### config.mk
export PLATFORM = sky130hd
export DESIGN_NAME = hbus_regslave
export DESIGN_NICKNAME = d
export VERILOG_FILES = /design/src/rtl/hbus_pkg.sv /design/src/rtl/hbus_sync.sv /design/src/rtl/hbus_regfile.sv /design/src/rtl/hbus_regslave.sv
export SDC_FILE = /design/constraint.sdc
export NUM_CORES = 1
export LEC_CHECK = 0
export ABC_CLOCK_PERIOD_IN_PS = 3230
export CAP_MARGIN = 5
export CORE_UTILIZATION = 51
export DETAILED_ROUTE_END_ITERATION = 8
export GPL_TIMING_DRIVEN = 0
export PLACE_DENSITY = 0.83
export SETUP_SLACK_MARGIN = 0.4
export SLEW_MARGIN = 20
export SYNTH_ARGS = -nofsm -noshare
export SYNTH_HDL_FRONTEND = slang
export SYNTH_SLANG_ARGS = --single-unit
### constraint.sdc
create_clock -name clk -period 3.23 [get_ports clk]
set_input_delay 0.4845 -clock clk [delete_from_list [all_inputs] [get_ports clk]]
set_output_delay 0.4845 -clock clk [all_outputs]
set_load 0.005 [all_outputs]
### src/rtl/hbus_pkg.sv
package hbus_pkg;
  localparam int NREG = 16;
  localparam int DW   = 8;

  localparam logic [7:0] RA_IRQ   = 8'h00;
  localparam logic [7:0] RA_SDATA = 8'h06;
  localparam logic [7:0] RA_FDATA = 8'h0A;
  localparam logic [7:0] RA_REV   = 8'h0F;
  localparam int         IRQ_EN_BIT = 6;

  // entries stored inside the register file
  function automatic logic reg_is_local(input logic [7:0] a);
    case (a)
      8'h00, 8'h01, 8'h04, 8'h05, 8'h07,
      8'h08, 8'h09, 8'h0C, 8'h0D: return 1'b1;
      default:                    return 1'b0;
    endcase
  endfunction

  // entries forwarded to neighbouring blocks
  function automatic logic reg_is_remote(input logic [7:0] a);
    return (a == RA_SDATA) || (a == RA_FDATA);
  endfunction

  // writable bits per entry; bit 0 of the interrupt entry is the pending flag
  function automatic logic [DW-1:0] reg_wmask(input logic [7:0] a);
    return (a == RA_IRQ) ? 8'hFE : 8'hFF;
  endfunction

  // value returned for a local data-phase read
  function automatic logic [DW-1:0] read_value(input logic [7:0] a,
                                               input logic [DW-1:0] file_byte,
                                               input logic pend,
                                               input logic [DW-1:0] rev);
    if (a == RA_REV) return rev;
    if (a == RA_IRQ) return {file_byte[DW-1:1], pend};
    return file_byte;
  endfunction
endpackage

### src/rtl/hbus_sync.sv
module hbus_sync #(
  parameter int         W   = 4,
  parameter logic [W-1:0] RST = '1
) (
  input  logic         clk,
  input  logic         rst_n,
  input  logic [W-1:0] d,
  output logic [W-1:0] q
);
  logic [W-1:0] stage1;

  always_ff @(posedge clk or negedge rst_n) begin
    if (!rst_n) begin
      stage1 <= RST;
      q      <= RST;
    end else begin
      stage1 <= d;
      q      <= stage1;
    end
  end
endmodule

### src/rtl/hbus_regfile.sv
module hbus_regfile
  import hbus_pkg::*;
#(
  parameter int N = NREG,
  parameter int W = DW
) (
  input  logic         clk,
  input  logic         rst_n,
  input  logic         wr_en,
  input  logic [7:0]   idx,
  input  logic [W-1:0] wr_data,
  output logic [W-1:0] rd_data,
  output logic [N*W-1:0] q_flat
);
  localparam int IW = $clog2(N);

  logic [W-1:0] regs [N];
  logic         in_range;

  assign in_range = (idx < 8'(N));

  for (genvar i = 0; i < N; i++) begin : g_reg
    if (reg_is_local(8'(i))) begin : g_store
      logic [W-1:0] r;
      always_ff @(posedge clk or negedge rst_n) begin
        if (!rst_n)
          r <= '0;
        else if (wr_en && in_range && (idx[IW-1:0] == IW'(i)))
          r <= wr_data & reg_wmask(8'(i));
      end
      assign regs[i] = r;
    end else begin : g_none
      assign regs[i] = '0;
    end
    assign q_flat[i*W +: W] = regs[i];
  end

  assign rd_data = in_range ? regs[idx[IW-1:0]] : '0;
endmodule

### src/rtl/hbus_regslave.sv
module hbus_regslave
  import hbus_pkg::*;
#(
  parameter logic [7:0] REVISION = 8'h3C
) (
  input  logic               clk,
  input  logic               rst_n,
  input  logic               bus_cs_n,
  input  logic               bus_sel,
  input  logic               bus_wr_n,
  input  logic               bus_rd_n,
  input  logic [7:0]         bus_d_in,
  output logic [7:0]         bus_d_out,
  output logic               bus_d_oe,
  output logic               bus_rdy_n,
  output logic               irq_n,
  input  logic               irq_evt,
  output logic               ext_req,
  output logic               ext_we,
  output logic [3:0]         ext_addr,
  output logic [7:0]         ext_wdata,
  input  logic [7:0]         ext_rdata,
  input  logic               ext_ack,
  output logic [NREG*DW-1:0] cfg_q
);
  typedef enum logic {ST_IDLE, ST_WAIT} st_e;

  // synchronised controls: {cs, sel, wr, rd}
  logic [3:0] s_ctl;
  logic s_cs, s_sel, s_wr, s_rd;
  hbus_sync #(.W(4), .RST(4'b1011)) u_sync (
    .clk (clk),
    .rst_n (rst_n),
    .d   ({bus_cs_n, bus_sel, bus_wr_n, bus_rd_n}),
    .q   (s_ctl)
  );
  assign {s_cs, s_sel, s_wr, s_rd} = s_ctl;

  st_e         st;
  logic        prev_wr, prev_rd;
  logic [7:0]  ptr_q;
  logic        pend_q;
  logic [7:0]  rd_q;
  logic        rdy_q;
  logic        we_q;
  logic [7:0]  wdata_q;

  // named internal events
  logic wr_evt, rd_evt, ptr_wr, data_wr, data_rd, remote_hit, file_we;
  logic [DW-1:0] file_rd, local_rd;

  assign wr_evt     = prev_wr & ~s_wr & ~s_cs & (st == ST_IDLE);
  assign rd_evt     = prev_rd & ~s_rd & ~s_cs & (st == ST_IDLE) & ~wr_evt;
  assign ptr_wr     = wr_evt & s_sel;
  assign data_wr    = wr_evt & ~s_sel;
  assign data_rd    = rd_evt & ~s_sel;
  assign remote_hit = reg_is_remote(ptr_q);
  assign file_we    = data_wr & ~remote_hit;

  hbus_regfile #(.N(NREG), .W(DW)) u_file (
    .clk     (clk),
    .rst_n   (rst_n),
    .wr_en   (file_we),
    .idx     (ptr_q),
    .wr_data (bus_d_in),
    .rd_data (file_rd),
    .q_flat  (cfg_q)
  );

  assign local_rd = read_value(ptr_q, file_rd, pend_q, REVISION);

  always_ff @(posedge clk or negedge rst_n) begin
    if (!rst_n) begin
      st      <= ST_IDLE;
      prev_wr <= 1'b1;
      prev_rd <= 1'b1;
      ptr_q   <= '0;
      pend_q  <= 1'b0;
      rd_q    <= '0;
      rdy_q   <= 1'b0;
      we_q    <= 1'b0;
      wdata_q <= '0;
    end else begin
      prev_wr <= s_wr;
      prev_rd <= s_rd;
      if (ptr_wr) ptr_q <= bus_d_in;
      if (irq_evt)
        pend_q <= 1'b1;
      else if (data_rd && (ptr_q == RA_IRQ))
        pend_q <= 1'b0;
      case (st)
        ST_IDLE: begin
          if ((data_wr || data_rd) && remote_hit) begin
            st      <= ST_WAIT;
            rdy_q   <= 1'b1;
            we_q    <= data_wr;
            wdata_q <= data_wr ? bus_d_in : 8'h00;
          end else if (data_rd) begin
            rd_q <= local_rd;
          end else if (rd_evt) begin
            rd_q <= ptr_q;
          end
        end
        ST_WAIT: begin
          if (ext_ack) begin
            st    <= ST_IDLE;
            rdy_q <= 1'b0;
            if (!we_q) rd_q <= ext_rdata;
          end
        end
        default: st <= ST_IDLE;
      endcase
    end
  end

  assign bus_d_out = rd_q;
  assign bus_d_oe  = ~bus_cs_n & ~bus_rd_n;
  assign bus_rdy_n = rdy_q;
  assign irq_n     = ~(pend_q & cfg_q[IRQ_EN_BIT]);
  assign ext_req   = (st == ST_WAIT);
  assign ext_we    = we_q;
  assign ext_addr  = ptr_q[3:0];
  assign ext_wdata = wdata_q;
endmodule

# Word-level counts from Yosys, hierarchy flattened

Index checks and enable logic that the tools add are counted.

Mux-type cells: 26
Equal/unequal tests: 16
Magnitude comparators: 2
Bitwise gates (word level): 24
Reductions and logical operators: 20

Operators by type and width:

| cell                                                                          | count |
|---|---|
| 8-bit two-way mux                                                             | 13 |
| 8-bit binary-select mux with 4-bit select                                     | 1 |
| 4-bit equality test (second input constant)                                   | 4 |
| 8-bit by 4-bit equality test with 1-bit output (second input constant)        | 2 |
| 8-bit one-hot mux with 2 select lines                                         | 1 |
| 1-bit AND                                                                     | 13 |
| 4-bit by 3-bit equality test with 1-bit output (second input constant)        | 3 |
| 1-bit logical AND                                                             | 12 |
| 1-bit NOT                                                                     | 10 |
| 1-bit two-way mux                                                             | 9 |
| 8-bit by 3-bit equality test with 1-bit output (second input constant)        | 1 |
| 8-bit logical NOT                                                             | 1 |
| 8-bit by 5-bit less-than comparator with 1-bit output (second input constant) | 1 |
| 2-bit inequality test (second input constant)                                 | 3 |
| 5-bit >= comparator (second input constant)                                   | 1 |
| 4-bit NOT with 5-bit output                                                   | 1 |
| 4-bit by 1-bit equality test with 1-bit output (second input constant)        | 1 |
| 4-bit logical NOT                                                             | 1 |
| 1-bit one-hot mux with 2 select lines                                         | 2 |
| 2-bit AND reduction                                                           | 2 |
| 4-bit AND reduction                                                           | 1 |
| 3-bit inequality test (second input constant)                                 | 1 |
| 1-bit logical OR                                                              | 2 |
| 2-bit by 1-bit inequality test with 1-bit output (second input constant)      | 1 |
| 2-bit nonzero test                                                            | 1 |

Output and inout bits: 153
Flip-flop bits (word level): 109
Bits of input ports: 24

# Longest topological paths before layout

Word-level depth: 11
Mapped depth: 8
Gate-level depth less buffers: 5

# Hierarchy

Synthesis repeated with hierarchy kept, for this count alone.

Cells, all modules: 435
Area total of the unflattened synthesis: 5472.7 um2

By module, submodules not included:

| module        | area an instance (um2) | times used | sequential area each (um2) | cells an instance |
|---|---|---|---|---|
| hbus_regfile  | 3867.5                 | 1          | 1776.7                     | 305 |
| hbus_regslave | 1397.6                 | 1          | 753.2                      | 122 |
| hbus_sync     | 207.7                  | 1          | 207.7                      | 8 |

# Worst setup path after synthesis

No wires, ideal clock.

Path kind: reg2reg
Start: register ptr_q[0]
End: register u_file.g_reg[0].g_store.r[1]
Data arrival time: 1987 ps
Required time: 3105 ps
Path slack: 1118 ps
Cell stages (with the launch flop): 9
Period minus slack after synthesis: 2112 ps
Path through: dfrtp_1 buf_6 or2_2 clkbuf_1 or2_1 clkbuf_2 or3_1 buf_6 mux2_4

Word-level cells in the longest chain between the ends: 6

Ends and longest elaborated chain:

| element                                                                                       | RTL line            | text |
|---|---|---|
| start: declaration                                                                            | hbus_regslave.sv:41 | `logic [7:0] ptr_q;` |
| start signal: assignment                                                                      | hbus_regslave.sv:86 | `if (ptr_wr) ptr_q <= bus_d_in;` |
| branches (longest 5 deep; another with 8-bit by 5-bit less-than comparator with 1-bit output) | -                   |  |
| 1-bit logical AND *                                                                           | hbus_regfile.sv:28  | `else if (wr_en && in_range && (idx[IW-1:0] == IW'(i)))` |
| end signal: assignment                                                                        | hbus_regfile.sv:29  | `r <= wr_data & reg_wmask(8'(i));` |
| end: declaration                                                                              | hbus_regfile.sv:24  | `logic [W-1:0] r;` |

Mark *: on every way between the ends.
A chain may end at the register's enable or synchronous reset.

# Worst setup path in the final report

Start: register st, in the netlist ext_req
End: register rd_q[4], in the netlist bus_d_out[4]

Word-level cells in the longest chain between the ends: 9

Ends and longest elaborated chain:

| element                                | RTL line             | text |
|---|---|---|
| start: declaration                     | hbus_regslave.sv:39  | `st_e st;` |
| start signal: assignment               | hbus_regslave.sv:74  | `st <= ST_IDLE;` |
| start signal: assignment               | hbus_regslave.sv:94  | `st <= ST_WAIT;` |
| start signal: assignment               | hbus_regslave.sv:106 | `st <= ST_IDLE;` |
| 1-bit NOT                              | -                    |  |
| 1-bit AND                              | hbus_regslave.sv:52  | `assign wr_evt = prev_wr & ~s_wr & ~s_cs & (st == ST_IDLE);` |
| 1-bit NOT                              | hbus_regslave.sv:53  | `assign rd_evt = prev_rd & ~s_rd & ~s_cs & (st == ST_IDLE) & ~wr_evt;` |
| 1-bit AND                              | hbus_regslave.sv:53  |  |
| 1-bit AND                              | hbus_regslave.sv:56  | `assign data_rd = rd_evt & ~s_sel;` |
| 1-bit logical OR                       | hbus_regslave.sv:93  | `if ((data_wr \|\| data_rd) && remote_hit) begin` |
| 1-bit logical AND                      | hbus_regslave.sv:93  |  |
| 2-bit inequality test (no source line) | -                    |  |
| 4-bit AND reduction (no source line)   | -                    |  |
| end signal: assignment                 | hbus_regslave.sv:99  | `rd_q <= local_rd;` |
| end signal: assignment                 | hbus_regslave.sv:101 | `rd_q <= ptr_q;` |
| end signal: assignment                 | hbus_regslave.sv:108 | `if (!we_q) rd_q <= ext_rdata;` |
| end: declaration                       | hbus_regslave.sv:43  | `logic [7:0] rd_q;` |

Parallel ways exist; a longest one is shown, timed or not. The select of a mux whose other input is x is not followed.

==> results.yml <==
outcome:
  status: "finished, violations left"
  violations: "negative hold slack"
floorplan:
  dieArea_sq_um: 11400
  io_pins: 177
  start_util_pct: 53.5
  die_y_um: 107
  die_w_um: 107
  coreArea_sq_um: 10500
  rows: 37
route:
  viasPerCell: 5.34
  via_count: 4288
  dr.pass1.iters: 5
  avgRoutedWirePerCell_um: 18.4
  route.detailed.drc: 0
  drt_iter0_markers: 263
  wirelength_um: 14800
  drt.antenna.violating_nets: 0
place:
  globalplace.congestion: 1.01
  post_dp_cell_area_sq_um: 7210
  port_buffers: 118
  dpl.hpwl_um: 11000
synth:
  synth_edf_count: 0
  ys_ff_latch: 109
  netlist-cell-type-count: 48
  avgSynthCellArea_sq_um: 11.8
  async_reset_ff_share_pct: 100
  synthesis.area_sq_um: 5620
  ys.flop_type: "dfrtp_1"
  yosys_warnings: 0
  ys_seq_area_share_pct: 48.7
  syn_inst: 476
global_route:
  grt_pass1_vias: 4185
  antenna_found_initial: 0
  grt_pass1_wl_um: 22900
  grt_overflow_total: 0
  grt_max_degree: 73
  grt_usage_pct: 26.7
worst_setup_path:
  critPathRequiredTime_ps: 3470
  rrSetupSlack_ps: 660
  cp_max_fo: 7
  crit_arrival_ps: 2820
  end_kind: "register"
  timing.rr.end: "bus_d_out[4]$_DFFE_PN0P_"
  critPathKind: "register to register"
  regToRegStartpoint: "ext_req$_DFF_PN0_"
  rr_worst_depth: 6
  start_kind: "register"
clock_tree:
  cts_buffers: 9
  clkTransAtPathRegs_ps: 110
  ctsHtreeMaxLevel: 3
  cts_hold_buf: 0
  clock_sinks: 109
  clockBufferDepth: 2
  post_cts_resized: 0
  post_cts_buffers: 0
  tritoncts: "yes"
  clk_latency_ps: 380
  cts_root_buffer: "clkbuf_8"
sta:
  fin_tns_setup_ps: 0
  setup_viol: 0
  fin_worst_skew_ps: 8.97
  finalHoldViolCount: 3
  timing.hold.ws_ps: -13.6
  rsz0062_at_grt: "false"
  worst_slew_pin_slew_ps: 768
  slew_headroom_pct: 48.5
  max_freq_mhz: 389
  slew_violations: 0
  post-route-min-period_ps: 2570
  period_share_pct: 79.6
layout:
  final_cell_mix: "117 x clkdlybuf4s50_1, 101 x dfrtp_1, 67 x mux2_2"
  postLayoutCellArea_sq_um: 7400
  synthToLayoutAreaGrowth_pct: 31.6
  final_common_cell: "clkdlybuf4s50_1"
  insertedDiodeCount: 0
  fin_nets: 686
  layout-drive-gt1-share_pct: 28.8
  nFillCells: 765
pwr:
  ir_drop_mv: 0.241
  p_per_area_nw_per_um2: 425
  leakagePower_uw: 0.00347
  p_total_uw: 3150
hold_path:
  hp-class: "input pin to asynchronous set/reset pin"
flow_run:
  drv_cap: 0
[flip-flops by register name, summed over array words and instances (netlist names), 4 cells and up]
| register | count |
|---|---|
| u_file.g.g_store.r | 71 |
| bus_d_out | 8 |
| ptr_q | 8 |
| ext_wdata | 8 |
| u_sync.q | 4 |
| u_sync.stage1 | 4 |
[kinds of logic after synthesis]
family                 Yosys count  synth area share (%)
DFF                            109                  48.7
AOI/OAI and AO/OA               73                  8.92
and+or+nand+nor                 94                  9.35
buffers and inverters           98                  12.2
muxes                          101                  20.8
other                            1                0.0667
[layer usage]
| metal | routed length, um | vias to the layer above | GRT usage, % |
|---|---|---|---|
| met1 | 6000 | 2083 | 34.8 |
| li1 | - | 1939 | - |
| met5 | 0 | - | 0 |
| met3 | 1270 | 29 | 6.75 |
| met4 | 342 | 0 | 8.81 |
| met2 | 7180 | 237 | 43.5 |
[Yosys cell counts (2+ instances only)]
library cell | number | share of area (%)
a211oi_1 | 26 | 3.5
a21o_1 | 2 | 0.27
a21oi_1 | 19 | 1.7
a22o_1 | 8 | 1.2
a31oi_1 | 5 | 0.56
and2_1 | 5 | 0.56
and3_1 | 3 | 0.33
buf_2 | 2 | 0.18
buf_4 | 61 | 8.1
buf_6 | 5 | 1.0
clkbuf_1 | 15 | 1.0
clkbuf_2 | 2 | 0.18
dfrtp_1 | 101 | 45
dfstp_2 | 8 | 3.7
dlygate4sd1_1 | 7 | 1.1
inv_1 | 3 | 0.20
mux2_2 | 67 | 13
mux2_4 | 15 | 4.0
mux2i_1 | 19 | 3.4
nand2_1 | 22 | 1.5
nand2b_1 | 9 | 1.0
nand3_1 | 3 | 0.27
nor2_1 | 13 | 0.87
nor2_2 | 6 | 0.67
nor2b_1 | 9 | 1.0
nor3_1 | 2 | 0.18
nor4_1 | 8 | 0.89
o21ai_0 | 2 | 0.18
o31ai_1 | 7 | 0.93
or2_1 | 2 | 0.22
or3_1 | 3 | 0.33
[stage by stage]
step,cells,utilization [%],worst slack (ps),hold slack [ps]
5_1_grt,803,70.4,462,7.68
3_5_place_dp,787,68.6,698,337
2_1_floorplan,532,-,1120,189
6_report,803,70.4,658,-13.6
3_3_place_gp,786,68.4,-2220,338
4_1_cts,803,70.4,668,1.35
[area by class of cell]
type	count	area [sq um]	area share (%)
clock buffers	10	128	1.72
multi-input cells	325	2420	32.7
inverters	4	15.0	0.203
plain buffers	94	669	9.04
repair buffers	119	1210	16.3
well taps	136	170	2.30
clock inverters	6	53.8	0.727
flip-flops and latches	109	2740	37.0
[report_power, final]
part / switching (uW) / total [uW] / internal (uW)
clock: 501 / 801 / 300
combinational: 422 / 818 / 396
sequential: 75.2 / 1530 / 1450
[worst max path at each step]
stage               cells after the start  slack [ps]                  from                                       end
floorplan                               8        1120  ptr_q[0]$_DFFE_PN0P_  u_file.g_reg[0].g_store.r[1]$_DFFE_PN0P_
CTS                                     6         670     ext_req$_DFF_PN0_                  bus_d_out[5]$_DFFE_PN0P_
detailed placement                      6         700     ext_req$_DFF_PN0_                  bus_d_out[5]$_DFFE_PN0P_
finish                                  6         660     ext_req$_DFF_PN0_                  bus_d_out[4]$_DFFE_PN0P_
global placement                        1       -2220                 rst_n                  ext_wdata[7]$_DFFE_PN0P_
global route                            6         460     ext_req$_DFF_PN0_                  bus_d_out[2]$_DFFE_PN0P_
[worst max-delay path, stage by stage (launching register included)]
cell      delay, ps
dfrtp_1         440
nor3_1          430
and3_1          230
clkbuf_1        270
o21ai_0         340
nor4_1          610
o31ai_1         120
(Power assumes the default switching activity.)
